`config.mk`:
```
export PLATFORM = sky130hd
export DESIGN_NAME = rtc_irq_ctrl
export DESIGN_NICKNAME = d
export VERILOG_FILES = /design/src/rtl/rtc_irq_ctrl.sv
export SDC_FILE = /design/constraint.sdc
export NUM_CORES = 1
export LEC_CHECK = 0
export BUFFER_PORTS_ARGS = -buffer_cell sky130_fd_sc_hd__buf_2
export CELL_PAD_IN_SITES_DETAIL_PLACEMENT = 0
export CELL_PAD_IN_SITES_GLOBAL_PLACEMENT = 1
export CORE_MARGIN = 3
export CORE_UTILIZATION = 23
export DETAILED_ROUTE_END_ITERATION = 6
export GPL_ROUTABILITY_DRIVEN = 0
export HOLD_SLACK_MARGIN = 0.08
export PLACE_DENSITY_LB_ADDON = 0.1
export SLEW_MARGIN = 20
export SYNTH_ARGS = -nofsm -noshare
export SYNTH_HDL_FRONTEND = slang
export SYNTH_SLANG_ARGS = --single-unit
```
`constraint.sdc`:
```
create_clock -name clk -period 2.7 [get_ports clk]
set_input_delay 0.135 -clock clk [delete_from_list [all_inputs] [get_ports clk]]
set_output_delay 0.135 -clock clk [all_outputs]
set_load 0.03 [all_outputs]
```
`src/rtl/rtc_irq_ctrl.sv`:
```
module rtc_irq_ctrl #(
  parameter int NUM_EVT = 5,
  parameter int ADDR_W  = 8,
  parameter int DATA_W  = 32,
  parameter logic [ADDR_W-1:0] OFS_STAT = 'h18,
  parameter logic [ADDR_W-1:0] OFS_CLR  = 'h1C,
  parameter logic [ADDR_W-1:0] OFS_EN   = 'h20,
  parameter logic [ADDR_W-1:0] OFS_DIS  = 'h24,
  parameter logic [ADDR_W-1:0] OFS_MASK = 'h28
) (
  input  logic              clk,
  input  logic              rst_n,
  input  logic [NUM_EVT-1:0] evt_i,
  input  logic              wr_en,
  input  logic [ADDR_W-1:0] addr,
  input  logic [DATA_W-1:0] wdata,
  output logic [DATA_W-1:0] rdata,
  output logic              irq_o
);

  localparam int PAD_W = DATA_W - NUM_EVT;

  logic [NUM_EVT-1:0] status_q, mask_q;
  logic [NUM_EVT-1:0] wbits;
  logic hit_clr, hit_en, hit_dis;

  assign wbits   = wdata[NUM_EVT-1:0];
  assign hit_clr = wr_en && (addr == OFS_CLR);
  assign hit_en  = wr_en && (addr == OFS_EN);
  assign hit_dis = wr_en && (addr == OFS_DIS);

  always_ff @(posedge clk) begin
    if (!rst_n) begin
      status_q <= '0;
      mask_q   <= '0;
    end else begin
      status_q <= (status_q & ~(hit_clr ? wbits : '0)) | evt_i;
      if (hit_en)
        mask_q <= mask_q | wbits;
      else if (hit_dis)
        mask_q <= mask_q & ~wbits;
    end
  end

  always_comb begin
    if (addr == OFS_STAT)
      rdata = {{PAD_W{1'b0}}, status_q};
    else if (addr == OFS_MASK)
      rdata = {{PAD_W{1'b0}}, mask_q};
    else
      rdata = '0;
  end

  assign irq_o = |(status_q & mask_q);


  evt_sets_chk: assert property (@(posedge clk) disable iff (!rst_n)
    (|evt_i) |=> ((status_q & $past(evt_i)) == $past(evt_i)));


  clr_bits_chk: assert property (@(posedge clk) disable iff (!rst_n)
    hit_clr |=> ((status_q & $past(wbits & ~evt_i)) == '0));


  en_bits_chk: assert property (@(posedge clk) disable iff (!rst_n)
    hit_en |=> ((mask_q & $past(wbits)) == $past(wbits)));


  dis_bits_chk: assert property (@(posedge clk) disable iff (!rst_n)
    hit_dis |=> ((mask_q & $past(wbits)) == '0));


  ro_stat_chk: assert property (@(posedge clk) disable iff (!rst_n)
    (wr_en && addr == OFS_STAT && evt_i == '0) |=> $stable(status_q));


  irq_stable_chk: assert property (@(posedge clk) disable iff (!rst_n)
    ($stable(status_q) && $stable(mask_q)) |-> $stable(irq_o));

endmodule

```
==> impl_summary.txt, run 1 <==
----------------------------------------------------
[Routing]
  Detailed-router iteration count before antenna repair ... 4
  Overall via count from detail_route ... 651
  Antenna-violating nets left ... 0
  DRT Wirelength ... 1810 µm
  Post-DR vias/cell ... 4.07
  Average detailed-routed wire length per instance ... 11.3 µm
  Number of DRC markers after the initial detailed-route iteration ... 17
  Number of remaining DRC errors ... 0

[Clock network]
  Worst-skew pair later-pin latency ... 0.26 ns
  Number of clock buffers inserted by TritonCTS ... 3
  Root buffer cell ... sky130_fd_sc_hd__clkbuf_4
  Clock net sink count ... 10
  Number of buffers on the longest clock path ... 2
  Setup fix buffers added after clock tree synthesis ... 0
  Maximum level of the CTS H-tree ... 1
  Total of hold buffers inserted after clock tree synthesis ... 0
  Count of instances resized after the clock tree is built ... 0
  Clock tree from TritonCTS ... done
  Reg clk slew, reported paths ... 0.07 ns

[Pwr]
  Largest vdd supply drop ... 0.110 mV
  Post-layout power ... 351 µW
  Power density over the cells ... 410 nW/µm²
  Static Leak ... 0.000430 µW

[Worst setup path]
  Launch instance of the worst register-to-register path ... status_q[0]
  Critical path endpoint category ... output pin
  Crit path cell chain ... buf_2 > nor4b_4 > a22oi_1 > nor2_1 > buf_2
  Data arrival at the endpoint of the critical path ... 1.43 ns
  Largest delay contributor family on the critical path ... simple AND/OR/NAND/NOR gates
  CP Max Fanout ... 10
  Worst Path Required ... 2.57 ns
  Critical path origin ... addr[7]
  Critical Path Slowest Stage Cell ... sky130_fd_sc_hd__nor4b_4
  Setup Crit Path Kind ... input pin to output pin
  Crit path buffers/inverters ... 2
  Worst Setup Start Kind ... input pin
  Delay contributed by the slowest stage of the critical path ... 0.62 ns
  Most common cell on crit path ... sky130_fd_sc_hd__buf_2

[Logic synthesis]
  Part of the Yosys area used for sequential elements ... 26.4%
  Synthesized instance count ... 89
  Top flip-flop cell by instance count after synthesis ... sky130_fd_sc_hd__dfxtp_1
  Share of flip-flops with an asynchronous set or reset after synthesis ... 0%
  Post-Synthesis Mean Instance Area ... 8.52 µm²
  Number of enable flip-flop cells after synthesis ... 0
  Post-synthesis instance area ... 758 µm²
  Number of synthesis warnings ... 0
  Top-area cell type share of the netlist area ... 26.7%
  Library cells used by synthesis ... 18
  Area contributors post-synth ... sky130_fd_sc_hd__buf_4 27%, sky130_fd_sc_hd__dfxtp_1 26%, sky130_fd_sc_hd__mux2i_1 6.6%, sky130_fd_sc_hd__nor4b_4 6.3%, sky130_fd_sc_hd__a22oi_1 5.9%
  Register bit count reported by yosys ... 10
  Most area-hungry cell type in the Yosys netlist ... sky130_fd_sc_hd__buf_4

[Finish]
  Area added between synthesis and finish ... 13.0%
  Antenna fix cells ... 0
  Final core occ ... 27.6%
  Commonest cells after routing, fill and taps aside ... 27 x sky130_fd_sc_hd__conb_1, 26 x sky130_fd_sc_hd__buf_2, 10 x sky130_fd_sc_hd__dfxtp_1, 6 x sky130_fd_sc_hd__a22oi_1, 6 x sky130_fd_sc_hd__nand2_1
  Leading cell type in the layout, fill and taps excluded ... sky130_fd_sc_hd__conb_1
  Total number of nets in the final design ... 166
  Total non-filler cell area in the finished layout ... 857 µm²
  Share of layout cells above drive strength 1 ... 27.6%

[Hold path]
  Worst hold-check path type ... input pin to flop
  Startpoint of the lowest-slack hold path ... wdata[3]

[Global route]
  Via count of the first global-routing pass ... 621
  Number of antenna violations at the first check in global routing ... 0
  Global-route wire length before repair ... 3060 µm
  Maximum number of pins on one net before global-route repair ... 12
  Aggregate global-route resource usage ... 9.86%
  Grt ovf ... 0

[STA]
  Portion of the clock cycle consumed by the worst path in the final layout ... 57.9%
  Post-route minimum period ... 1.56 ns
  Peak Freq ... 640 MHz
  Slew @ Worst Pin ... 0.657 ns
  Total of endpoints with negative setup slack in the final report ... 0
  Relative slew margins ... 56.0%
  Setup TNS ... 0 ns
  Fin. Hold Viols ... 0
  RSZ-0062 raised after global routing ... false
  Final setup skew ... 0 ns
  Pins Over Slew Limit ... 0

[Die]
  Core Area ... 3100 µm²
  Vertical die dimension ... 63.4 µm
  Die ar. ... 4020 µm²
  Count of standard-cell rows ... 20
  Top-level port count ... 81
  Floorplan die width ... 63.4 µm
  Effective utilization at floorplan ... 24.4%

[Run status]
  Status ... complete, no violations

[Placed design]
  Area of placed instances ... 835 µm²
  Number of buffers inserted by port buffering ... 26
  Half-perimeter wire length after detailed placement ... 1440 µm

[Flow run]
  Max-cap viol count ... 0

----------------------------------------------------
-- report_power, final --
| group | leakage [µW] | switching [µW] | internal [µW] |
|---|---|---|---|
| sequential | 0.0000822 | 4.34 | 153 |
| clock | 0.0000138 | 51.4 | 51.4 |
| combinational | 0.000334 | 71.5 | 19.7 |
| total | 0.000430 | 127 | 224 |
-- worst reg2reg max path, cell delays in order, from the launching register on --
cell	delay [ns]
sky130_fd_sc_hd__dfxtp_1	0.33
sky130_fd_sc_hd__o21ai_0	0.19
sky130_fd_sc_hd__a41oi_1	0.06
-- worst paths after layout --
kind | endpoint | slack (ns) | cells after the start
hold / removal | status_q[3] | 0.09 | 2
setup / recovery | rdata[0] | 1.14 | 5
setup reg to reg | status_q[0] | 1.97 | 2
hold reg to reg | flop | 0.48 | 2
-- per-stage QoR --
step | setup WS [ns] | std cells | hold WS (ns)
after global placement | 1.12 | 157 | 0.363
after CTS | 1.13 | 160 | 0.0867
after floorplan | 1.41 | 115 | 0.257
final | 1.14 | 160 | 0.0862
after global routing | 0.993 | 160 | 0.0843
after detailed placement | 1.14 | 157 | 0.365
-- cell usage after synthesis, types with 2 or more instances --
library cell	count
sky130_fd_sc_hd__a22oi_1	6
sky130_fd_sc_hd__a41oi_1	5
sky130_fd_sc_hd__buf_4	27
sky130_fd_sc_hd__dfxtp_1	10
sky130_fd_sc_hd__inv_1	5
sky130_fd_sc_hd__mux2i_1	5
sky130_fd_sc_hd__nand2_1	6
sky130_fd_sc_hd__nand2b_1	2
sky130_fd_sc_hd__nand3_1	5
sky130_fd_sc_hd__nor2_1	5
sky130_fd_sc_hd__nor4b_4	2
sky130_fd_sc_hd__o21ai_0	5
-- layout make-up --
cell class              count  area, µm²
fillers                   352       2250
well taps                  44       55.1
repair buffers             26        130
inverters                   5       18.8
flip-flops and latches     10        200
clock buffers               3       22.5
multi-input cells          72        430
-- cell families (layout without fill, tap and decap cells) --
| family | after synthesis | count (layout) | synth area share (%) |
|---|---|---|---|
| other | 1 | 27 | 0.495 |
| flip-flops | 10 | 10 | 26.4 |
| AND/OR/NAND/NOR | 23 | 23 | 20.5 |
| AO/OA/AOI/OAI | 17 | 17 | 16.3 |
| multiplexers | 5 | 5 | 6.60 |
| buffers and inverters | 33 | 34 | 29.7 |
-- routing by layer --
metal  share of wire, %  vias to the layer above  wire (µm)  GRT usage, %
met5                  0                        -          0             0
met4               0.50                        0          9          4.85
met3                9.3                        2        168          1.96
met2                 45                       38        817          14.0
met1                 45                      293        818          14.0
li1                   -                      318          -             -
No activity file was read; power rests on OpenSTA's default activity.
==> run 2: changes to the inputs <==
--- a/config.mk
+++ b/config.mk
@@ -9,7 +9,7 @@
 export CELL_PAD_IN_SITES_DETAIL_PLACEMENT = 0
 export CELL_PAD_IN_SITES_GLOBAL_PLACEMENT = 1
 export CORE_MARGIN = 3
-export CORE_UTILIZATION = 23
+export CORE_UTILIZATION = 20
 export DETAILED_ROUTE_END_ITERATION = 6
 export GPL_ROUTABILITY_DRIVEN = 0
 export HOLD_SLACK_MARGIN = 0.08
==> constraint.sdc (replaced) <==
create_clock -name clk -period 1.3 [get_ports clk]
set_input_delay 0.065 -clock clk [delete_from_list [all_inputs] [get_ports clk]]
set_output_delay 0.065 -clock clk [all_outputs]
set_load 0.03 [all_outputs]
==> impl_summary.txt, run 2 (synthesis results as in run 1) <==
----------------------------------------------------
[Run status]
  Status ... complete, no violations

[Placed design]
  Number of buffers inserted by port buffering ... 26
  Half-perimeter wire length after detailed placement ... 1530 µm
  Post-place setup slack ... 0.139 ns

[Worst setup path]
  Worst Path Required ... 1.24 ns
  CP Max Fanout ... 3
  Worst Setup Start Kind ... flop
  Launch instance of the worst register-to-register path ... status_q[2]
  Setup slack, reg-to-reg ... 0.56 ns
  Critical path endpoint category ... output pin
  Data arrival at the endpoint of the critical path ... 1.19 ns
  End of the worst register-to-register path ... status_q[2]
  Worst R2R Path Depth ... 2
  Setup Crit Path Kind ... flop to output pin

[Pwr]
  Power density over the cells ... 947 nW/µm²
  Post-layout power ... 928 µW
  Static Leak ... 0.000489 µW
  Largest vdd supply drop ... 0.245 mV

[Routing]
  Number of remaining DRC errors ... 0
  Detailed-router iteration count before antenna repair ... 4
  DRT Wirelength ... 2000 µm
  Overall via count from detail_route ... 666
  Post-DR vias/cell ... 3.87
  Average detailed-routed wire length per instance ... 11.6 µm
  Number of DRC markers after the initial detailed-route iteration ... 39
  Antenna-violating nets left ... 0

[STA]
  RSZ-0062 raised after global routing ... true
  Fin. Hold Viols ... 0
  Setup TNS ... 0 ns
  Peak Freq ... 794 MHz
  Portion of the clock cycle consumed by the worst path in the final layout ... 96.9%
  Total of endpoints with negative setup slack in the final report ... 0
  Final setup skew ... 0 ns
  Pins Over Slew Limit ... 0
  Post-route minimum period ... 1.26 ns
  Setup ws final ... 0.0404 ns

[Finish]
  Total number of nets in the final design ... 175
  Share of layout cells above drive strength 1 ... 30.2%
  Seq. cell area ... 201 µm²
  Area added between synthesis and finish ... 29.2%
  Antenna fix cells ... 0
  Number of fillers in the final layout ... 387
  Area taken by multi-input logic gates ... 430 µm²
  Leading cell type in the layout, fill and taps excluded ... sky130_fd_sc_hd__conb_1
  Commonest cells after routing, fill and taps aside ... 27 x sky130_fd_sc_hd__conb_1, 25 x sky130_fd_sc_hd__buf_2, 9 x sky130_fd_sc_hd__dfxtp_1, 6 x sky130_fd_sc_hd__a22oi_1, 6 x sky130_fd_sc_hd__nand2_1

[Hold path]
  Worst hold-check path type ... input pin to flop
  Hold Path Sink ... status_q[0]
  Number of stages on the worst hold path ... 3
  Startpoint of the lowest-slack hold path ... evt_i[0]

[Global route]
  Maximum number of pins on one net before global-route repair ... 12
  Aggregate global-route resource usage ... 9.45%
  Global-route wire length before repair ... 3120 µm
  Grt ovf ... 0
  Via count of the first global-routing pass ... 649
  Number of antenna violations at the first check in global routing ... 0

[Clock network]
  Root buffer cell ... sky130_fd_sc_hd__clkbuf_8
  Clock net sink count ... 10
  Number of buffers on the longest clock path ... 2
  Number of clock buffers inserted by TritonCTS ... 3
  Reg clk slew, reported paths ... 0.05 ns
  Maximum level of the CTS H-tree ... 1
  Clock tree from TritonCTS ... done
  Worst-skew pair later-pin latency ... 0.24 ns

[Die]
  Count of standard-cell rows ... 21
  Vertical die dimension ... 67.6 µm
  Top-level port count ... 81
  Effective utilization at floorplan ... 21.7%
  Floorplan die width ... 67.6 µm
  Core Area ... 3490 µm²
  Die ar. ... 4570 µm²

[Flow run]
  Max-cap viol count ... 0

----------------------------------------------------
==> run 2: changes by cell type in the layout (fill, tap and decap cells not counted), sizes merged <==
| cell | delta |
|---|---|
| dlygate4sd3 | +5 |
| buf | +4 |
| clkbuf | +1 |
==> run 2: area by class of cell <==
class,instances,share of cell area (%)
clock buffer,4,5.62
sequential,10,20.6
inverter,5,1.92
multi-input combinational,72,43.9
tap,46,5.87
timing repair buffer,35,22.1
==> run 2: how the worst max path moves through the flow <==
stage / startpoint / end / slack [ns] / cells past startpoint
finish: flop / irq_o / 0.04 / 3
global route: flop / irq_o / -0.07 / 3
CTS: status_q[3] / irq_o / 0.02 / 3
detailed placement: addr[5] / rdata[1] / 0.14 / 6
global placement: addr[5] / rdata[1] / 0.15 / 6
floorplan: addr[5] / rdata[0] / 0.15 / 3
==> run 2: power by group <==
group	switching (µW)	internal [µW]	total [µW]	leakage (µW)
sequential	9.06	318	328	0.0000827
combinational	152	53.7	206	0.000377
clock	128	267	395	0.0000288
total	289	639	928	0.000489
==> run 2: per-layer routing <==
layer,up-vias,wire (µm),GRT usage [%]
li1,334,-,-
met1,297,812,10.2
met2,33,958,16.8
met3,2,208,3.66
met4,0,16,3.04
met5,-,0,0
==> run 2: what timing repair did <==
item / in CTS / in global routing
setup buffers: 0 / 1
hold endpoints to repair: 5 / 0
hold buffers: 5 / 0
endpoints found under the setup margin: 0 / 1
gates resized for setup: 0 / 4
==> run 2: through the flow <==
| stage | std cells | area (µm²) | util [%] | hold WS [ns] |
|---|---|---|---|---|
| after floorplan | 115 | 856 | - | 0.187 |
| after global placement | 162 | 860 | 24.6 | 0.292 |
| after detailed placement | 162 | 860 | 24.6 | 0.296 |
| after CTS | 171 | 965 | 27.6 | 0.110 |
| after global routing | 172 | 980 | 28.0 | 0.128 |
| final | 172 | 980 | 28.0 | 0.110 |
==> run 2: critical path, cell delays in order (launching register included) <==
cell                       delay, ns
sky130_fd_sc_hd__dfxtp_2        0.32
sky130_fd_sc_hd__a222oi_1       0.35
sky130_fd_sc_hd__nand2_1        0.13
sky130_fd_sc_hd__buf_6          0.15
